--- src/rtl/ss_pkg.sv ---
// Shared types for the start-up ramp sequencer.
// Assumes: nothing beyond a synthesizable enum encoding.
package ss_pkg;

    typedef enum logic [1:0] {
        SS_IDLE  = 2'd0,
        SS_RAMP  = 2'd1,
        SS_DONE  = 2'd2,
        SS_FAULT = 2'd3
    } ss_state_e;

endpackage

--- src/rtl/ss_ramp.sv ---
// Reference ramp generator: advances a code by one step every STEP_TICKS
// enabled cycles and flags when it has reached the target.
// Assumes: target is stable while step_en can be high; clear has priority.
module ss_ramp #(
    parameter int REF_W      = 9,
    parameter int STEP_TICKS = 4
) (
    input  logic             clk,
    input  logic             rst_n,
    input  logic             clear,
    input  logic             step_en,
    input  logic [REF_W-1:0] target,
    output logic [REF_W-1:0] ref_q,
    output logic             at_target
);
    localparam int CNT_W = (STEP_TICKS > 1) ? $clog2(STEP_TICKS) : 1;
    localparam logic [CNT_W-1:0] CNT_LAST = CNT_W'(STEP_TICKS - 1);

    logic [CNT_W-1:0] tick_q;

    // Target reached when the code is at or above it.
    assign at_target = (ref_q >= target);

    // Tick divider and reference register.
    always_ff @(posedge clk) begin
        if (!rst_n || clear) begin
            ref_q  <= '0;
            tick_q <= '0;
        end else if (step_en) begin
            if (tick_q == CNT_LAST) begin
                tick_q <= '0;
                ref_q  <= ref_q + 1'b1;
            end else begin
                tick_q <= tick_q + 1'b1;
            end
        end
    end

    // the code moves by at most one step per edge (or is cleared).
    assert_single_step_R2: assert property (@(posedge clk) disable iff (!rst_n)
        step_en |=> (ref_q == $past(ref_q)) || (ref_q == $past(ref_q) + 1'b1) || (ref_q == '0));

    // stepping never carries the code beyond the target.
    assert_no_overshoot_R2: assert property (@(posedge clk) disable iff (!rst_n)
        step_en |=> (ref_q <= target));

endmodule

--- src/rtl/ss_protect.sv ---
// Protection arming: overvoltage always armed, undervoltage armed once the
// reference reaches UV_ARM_CODE; records whether the trip was overvoltage.
// Assumes: faulted reflects the registered fault state of the sequencer.
module ss_protect #(
    parameter int REF_W       = 9,
    parameter int UV_ARM_CODE = 80
) (
    input  logic             clk,
    input  logic             rst_n,
    input  logic             run,
    input  logic             active,
    input  logic             faulted,
    input  logic [REF_W-1:0] ref_code,
    input  logic             ov_flag,
    input  logic             uv_flag,
    output logic             trip,
    output logic             ov_cause_q
);
    localparam logic [REF_W-1:0] UV_ARM = REF_W'(UV_ARM_CODE);

    logic uv_armed;

    // Undervoltage arming threshold on the present reference.
    assign uv_armed = (ref_code >= UV_ARM);

    // New fault request while running and not yet faulted.
    assign trip = run && !faulted && (ov_flag || (active && uv_armed && uv_flag));

    // Remember an overvoltage cause until the section is switched off.
    always_ff @(posedge clk) begin
        if (!rst_n || !run) begin
            ov_cause_q <= 1'b0;
        end else if (trip && ov_flag) begin
            ov_cause_q <= 1'b1;
        end
    end

    // an overvoltage cause only exists together with the fault state.
    assert_ov_cause_in_fault_R9: assert property (@(posedge clk) disable iff (!rst_n)
        ov_cause_q |-> faulted);

endmodule

--- src/rtl/ss_gate.sv ---
// Driver gating: holds the PWM pin in high impedance and the driver off
// until the first requested pulse, and applies the overvoltage crowbar.
// Assumes: idle, active and faulted are mutually exclusive state decodes.
module ss_gate (
    input  logic clk,
    input  logic rst_n,
    input  logic idle,
    input  logic active,
    input  logic faulted,
    input  logic ov_cause,
    input  logic pwm_req,
    output logic pwm_oe,
    output logic pwm_val,
    output logic drv_en
);
    logic started_q;

    // First-pulse tracker, rearmed whenever the section returns to idle.
    always_ff @(posedge clk) begin
        if (!rst_n || idle) begin
            started_q <= 1'b0;
        end else if (active && pwm_req) begin
            started_q <= 1'b1;
        end
    end

    // Output selection: crowbar, normal switching, or masked.
    always_comb begin
        pwm_oe  = 1'b0;
        pwm_val = 1'b0;
        drv_en  = 1'b0;
        if (faulted) begin
            if (ov_cause) begin
                pwm_oe = 1'b1;
                drv_en = 1'b1;
            end
        end else if (active && (started_q || pwm_req)) begin
            pwm_oe  = 1'b1;
            pwm_val = pwm_req;
            drv_en  = 1'b1;
        end
    end

    // outside a fault the pin only leaves high impedance on a pulse.
    assert_first_pulse_R7: assert property (@(posedge clk) disable iff (!rst_n)
        ($rose(pwm_oe) && !faulted) |-> pwm_req);

    // a driven pin always comes with an enabled driver.
    assert_oe_with_drv_R8: assert property (@(posedge clk) disable iff (!rst_n)
        pwm_oe |-> drv_en);

endmodule

--- src/rtl/vr_softstart_seq.sv ---
// Start-up sequencer for one regulator section: state machine tying the
// reference ramp, protection arming and driver gating together.
// Assumes: inputs synchronous to clk; target_code steady while running.
module vr_softstart_seq #(
    parameter int REF_W       = 9,
    parameter int STEP_TICKS  = 4,
    parameter int UV_ARM_CODE = 80
) (
    input  logic             clk,
    input  logic             rst_n,
    input  logic             supply_ok,
    input  logic             enable,
    input  logic [REF_W-1:0] target_code,
    input  logic             pwm_req,
    input  logic             ov_flag,
    input  logic             uv_flag,
    output logic [REF_W-1:0] ref_code,
    output logic             pwm_oe,
    output logic             pwm_val,
    output logic             drv_en,
    output logic             pgood,
    output logic             fault
);
    import ss_pkg::*;

    ss_state_e st_q, st_d;
    logic run, active, trip, at_target, ov_cause, ramp_clear, step_en;

    assign run    = supply_ok && enable;
    assign active = (st_q == SS_RAMP) || (st_q == SS_DONE);

    // Next-state decision.
    always_comb begin
        st_d = st_q;
        if (!run) begin
            st_d = SS_IDLE;
        end else begin
            unique case (st_q)
                SS_IDLE:  st_d = trip ? SS_FAULT : SS_RAMP;
                SS_RAMP:  st_d = trip ? SS_FAULT : (at_target ? SS_DONE : SS_RAMP);
                SS_DONE:  st_d = trip ? SS_FAULT : SS_DONE;
                SS_FAULT: st_d = SS_FAULT;
                default:  st_d = SS_IDLE;
            endcase
        end
    end

    // State register.
    always_ff @(posedge clk) begin
        if (!rst_n) st_q <= SS_IDLE;
        else        st_q <= st_d;
    end

    assign ramp_clear = (st_d == SS_IDLE) || (st_d == SS_FAULT);
    assign step_en    = (st_q == SS_RAMP) && !at_target;

    ss_ramp #(.REF_W(REF_W), .STEP_TICKS(STEP_TICKS)) u_ramp (
        .clk(clk), .rst_n(rst_n), .clear(ramp_clear), .step_en(step_en),
        .target(target_code), .ref_q(ref_code), .at_target(at_target)
    );

    ss_protect #(.REF_W(REF_W), .UV_ARM_CODE(UV_ARM_CODE)) u_protect (
        .clk(clk), .rst_n(rst_n), .run(run), .active(active),
        .faulted(st_q == SS_FAULT), .ref_code(ref_code),
        .ov_flag(ov_flag), .uv_flag(uv_flag), .trip(trip), .ov_cause_q(ov_cause)
    );

    ss_gate u_gate (
        .clk(clk), .rst_n(rst_n), .idle(st_q == SS_IDLE), .active(active),
        .faulted(st_q == SS_FAULT), .ov_cause(ov_cause), .pwm_req(pwm_req),
        .pwm_oe(pwm_oe), .pwm_val(pwm_val), .drv_en(drv_en)
    );

    assign pgood = (st_q == SS_DONE);
    assign fault = (st_q == SS_FAULT);

    // dropping supply or enable leaves everything quiet on the next cycle.
    assert_idle_quiet_R1: assert property (@(posedge clk) disable iff (!rst_n)
        !run |=> (ref_code == '0) && !pgood && !fault && !pwm_oe && !drv_en);

    // power-good only appears with the reference at the target.
    assert_pgood_at_target_R3: assert property (@(posedge clk) disable iff (!rst_n)
        $rose(pgood) |-> (ref_code == target_code));

    // undervoltage below the arming code never creates a fault.
    assert_uv_masked_R4: assert property (@(posedge clk) disable iff (!rst_n)
        (!fault && !ov_flag && (ref_code < REF_W'(UV_ARM_CODE))) |=> !fault);

    // a fault holds the reference at zero and power-good low.
    assert_fault_zero_ref_R5: assert property (@(posedge clk) disable iff (!rst_n)
        fault |-> (ref_code == '0) && !pgood);

    // overvoltage while running always ends in the fault state.
    assert_ov_trips_R6: assert property (@(posedge clk) disable iff (!rst_n)
        (run && ov_flag) |=> fault);

    // a fault persists while the section stays enabled and supplied.
    assert_fault_sticky_R10: assert property (@(posedge clk) disable iff (!rst_n)
        (fault && run) |=> fault);

endmodule

--- config.mk ---
export PLATFORM = sky130hd
export DESIGN_NAME = vr_softstart_seq
export DESIGN_NICKNAME = d
export VERILOG_FILES = /design/src/rtl/ss_pkg.sv /design/src/rtl/ss_ramp.sv /design/src/rtl/ss_protect.sv /design/src/rtl/ss_gate.sv /design/src/rtl/vr_softstart_seq.sv
export SDC_FILE = /design/constraint.sdc
export NUM_CORES = 1
export LEC_CHECK = 0
export CAP_MARGIN = 40
export CORE_MARGIN = 3
export CORE_UTILIZATION = 40
export CTS_CLUSTER_SIZE = 28
export DETAILED_ROUTE_END_ITERATION = 10
export PLACE_DENSITY = 0.66
export SLEW_MARGIN = 20
export SYNTH_ARGS = -nofsm -noshare
export SYNTH_HDL_FRONTEND = slang
export SYNTH_SLANG_ARGS = --single-unit
--- constraint.sdc ---
create_clock -name clk -period 4 [get_ports clk]
set_clock_uncertainty 0.2 [all_clocks]
set_input_delay 0.8 -clock clk [delete_from_list [all_inputs] [get_ports clk]]
set_output_delay 0.8 -clock clk [all_outputs]
set_load 0.02 [all_outputs]
==> flow_summary.json <==
{
  "ctsResizeCount": 0,
  "vias": 989,
  "drive_gt1_share_pct": 9.317,
  "avgRoutedWirePerCell_um": 11.99,
  "cp_max_fo": 3,
  "setup_ws_ps": 787.3,
  "cp_cell_sequence": "clkdlybuf4s50_1 > o21ai_0 > o21ai_0 > clkdlybuf4s50_1",
  "required_ps": 3000,
  "postCtsHoldBufs": 0,
  "pre_cts_ws_ps": 661.3,
  "timing.max_cap.violations": 0,
  "dp_hpwl_um": 1899,
  "clkTransAtPathRegs_ps": 80,
  "core_area_mm2": 0.002545,
  "grt_pass1_vias": 1017,
  "yosysSeqAreaShare_pct": 27.37,
  "critPathLaunchType": "primary input",
  "gp_congestion": 0.8054,
  "synth_cells": 129,
  "synth_cell_types": 35,
  "worst-path-buf-inv": 2,
  "die_y_um": 58.38,
  "syn-num-nets": 161,
  "slew_violations": 0,
  "syn-cell-area_mm2": 0.001097,
  "yosysTopAreaCell": "dfxtp_1",
  "num_antenna_cells": 0,
  "dieArea_mm2": 0.003408,
  "first_pass_iters": 4,
  "status": "finished, final reports clean",
  "setup_viol": 0,
  "drtIter0Drc": 37,
  "synth_top_area_share_pct": 27.37,
  "slew_headroom_pct": 66.86,
  "fin_nets": 194,
  "fin_util_pct": 56.69,
  "worstSetupEndpointType": "primary output",
  "grt_usage_pct": 15.30,
  "max_slew.worst_pin.slew_ps": 495.4,
  "insertion_delay_ps": 280,
  "grt_pass1_wl_um": 4146,
  "slowest_delay_ps": 650,
  "postCtsSetupBuffers": 0,
  "io_pins": 30,
  "drt-total-wl_um": 2291,
  "min_period_ps": 3213,
  "cts_buffer_depth": 2,
  "final_hold_viol_count": 0,
  "hp-class": "reg2reg",
  "crit_family": "buffers and inverters",
  "n_fill_cell": 243,
  "cp.arrival_ps": 2210,
  "clock_sinks": 15,
  "period_share_pct": 80.32,
  "synth.top_cells.by_area": "dfxtp_1, ha_1, xor2_1",
  "die_w_um": 58.38,
  "antenna_found_initial": 0,
  "fin_cells": 191,
  "area_growth_pct": 31.47,
  "via_per_inst": 5.178,
  "finish.instance_area_mm2": 0.001443,
  "grt_overflow_total": 0,
  "dp_cells": 187,
  "cts_buffers": 3,
  "reg2reg_depth": 8,
  "fmax_mhz": 311.3,
  "crit_type": "in2out",
  "portBuffers": 29,
  "ys_ff_latch": 15,
  "avgSynthCellArea_um2": 8.506,
  "hold-path-cell-count": 2,
  "remaining_drc_errors": 0,
  "cts_tree": "yes",
  "initial_utilization_pct": 43.12,
  "grt_max_degree": 12,
  "fin_total_pwr_mw": 0.2818,
  "ant_nets": 0,
  "holdWs_ps": 277.9,
  "p_leak_nw": 0.5960,
  "placedInstanceArea_mm2": 0.001416,
  "cts_max_level": 1,
  "rows": 18,
  "rsz0062_at_grt": "no",
  "powerDensity_mw_per_mm2": 195.3,
  "setup_tns_ps": 0,
  "irDropWorstVdd_mv": 0.2580,
  "cp_slowest_cell": "clkdlybuf4s50_1",
  "path_depth": 4,
  "cts-root-buf": "clkbuf_4",
  "yosys_warnings": 0
}
## cell usage in the layout (no fill, tap or decap), drive strengths merged, types with 3 or more instances in the layout
cell,n
clkbuf,4
clkdlybuf4s50,29
nand3,3
a211oi,3
nand4,6
inv,13
a21oi,11
o21ai,6
nor3,10
ha,16
nand2,8
and2,5
and3,4
xor2,6
nor2,7
dfxtp,15
## synthesized netlist by cell type
cell type	n
a211o_1	1
a211oi_1	1
a211oi_2	1
a211oi_4	1
a21oi_1	10
a21oi_2	1
and2_1	4
and2_2	1
and3_1	4
buf_2	1
buf_4	1
buf_6	1
dfxtp_1	15
ha_1	16
inv_1	13
mux2i_1	2
nand2_1	7
nand2_4	1
nand3_1	3
nand4_1	6
nor2_1	6
nor2_2	1
nor2b_1	1
nor3_1	10
nor3b_1	1
nor4b_2	1
nor4bb_1	1
o21a_1	1
o21ai_0	4
o21ai_2	2
o22ai_1	1
or2_2	1
or3_1	2
xnor2_1	1
xor2_1	6
## final cells by class
cell class	count	area (um^2)	area share, %
multi-input combinational	98	724.4	50.22
sequential	15	300.3	20.82
inverter	13	48.80	3.382
timing repair buffer	31	305.3	21.16
clock buffer	4	26.28	1.821
tap	30	37.54	2.602
## flip-flops by register name, summed over array words and instances, names as in the netlist
signal                flops
u_ramp.tick_q             2
st_q                      2
u_protect.ov_cause_q      1
u_ramp.ref_q              9
u_gate.started_q          1
## report_power, final
group          switching (mW)  internal [mW]  leakage [nW]
combinational          0.0209         0.0248         0.460
sequential           0.000679          0.150         0.121
clock                  0.0464         0.0387        0.0150
total                  0.0680          0.214         0.596
## tightest hold or removal path: stages (launching register included)
cell and delay (ps):
dfxtp_1 340, a21oi_1 40, nor2_1 70
## per-layer routing
| metal | global-route usage, % | share of wire (%) | up-vias | routed length [um] |
|---|---|---|---|---|
| li1 | - | - | 521 | - |
| met1 | 19.81 | 47 | 452 | 1077 |
| met2 | 25.36 | 48 | 14 | 1103 |
| met3 | 3.947 | 3.9 | 2 | 89 |
| met4 | 3.642 | 0.92 | 0 | 21 |
| met5 | 0 | 0 | - | 0 |
## path summary, 6_finish.rpt
check             slack (ps)              endpoint                  from
setup / recovery         790                pwm_oe               pwm_req
hold / removal           280  u_protect.ov_cause_q  u_protect.ov_cause_q
setup reg to reg        1530       u_ramp.ref_q[6]       u_ramp.ref_q[0]
hold reg to reg          280  u_protect.ov_cause_q  u_protect.ov_cause_q
## cells by family (layout without fill, tap and decap cells)
logic type,count (synthesis),after routing,share of synthesized area (%)
XOR/XNOR,7,7,5.587
AND/OR/NAND/NOR,50,50,25.88
multiplexers,2,2,1.824
flip-flops,15,15,27.37
buffers and inverters,16,48,6.613
adder cells (fa/ha/maj),16,16,18.24
AO/OA/AOI/OAI,23,23,14.48
Power figures use the tool's default switching activity.
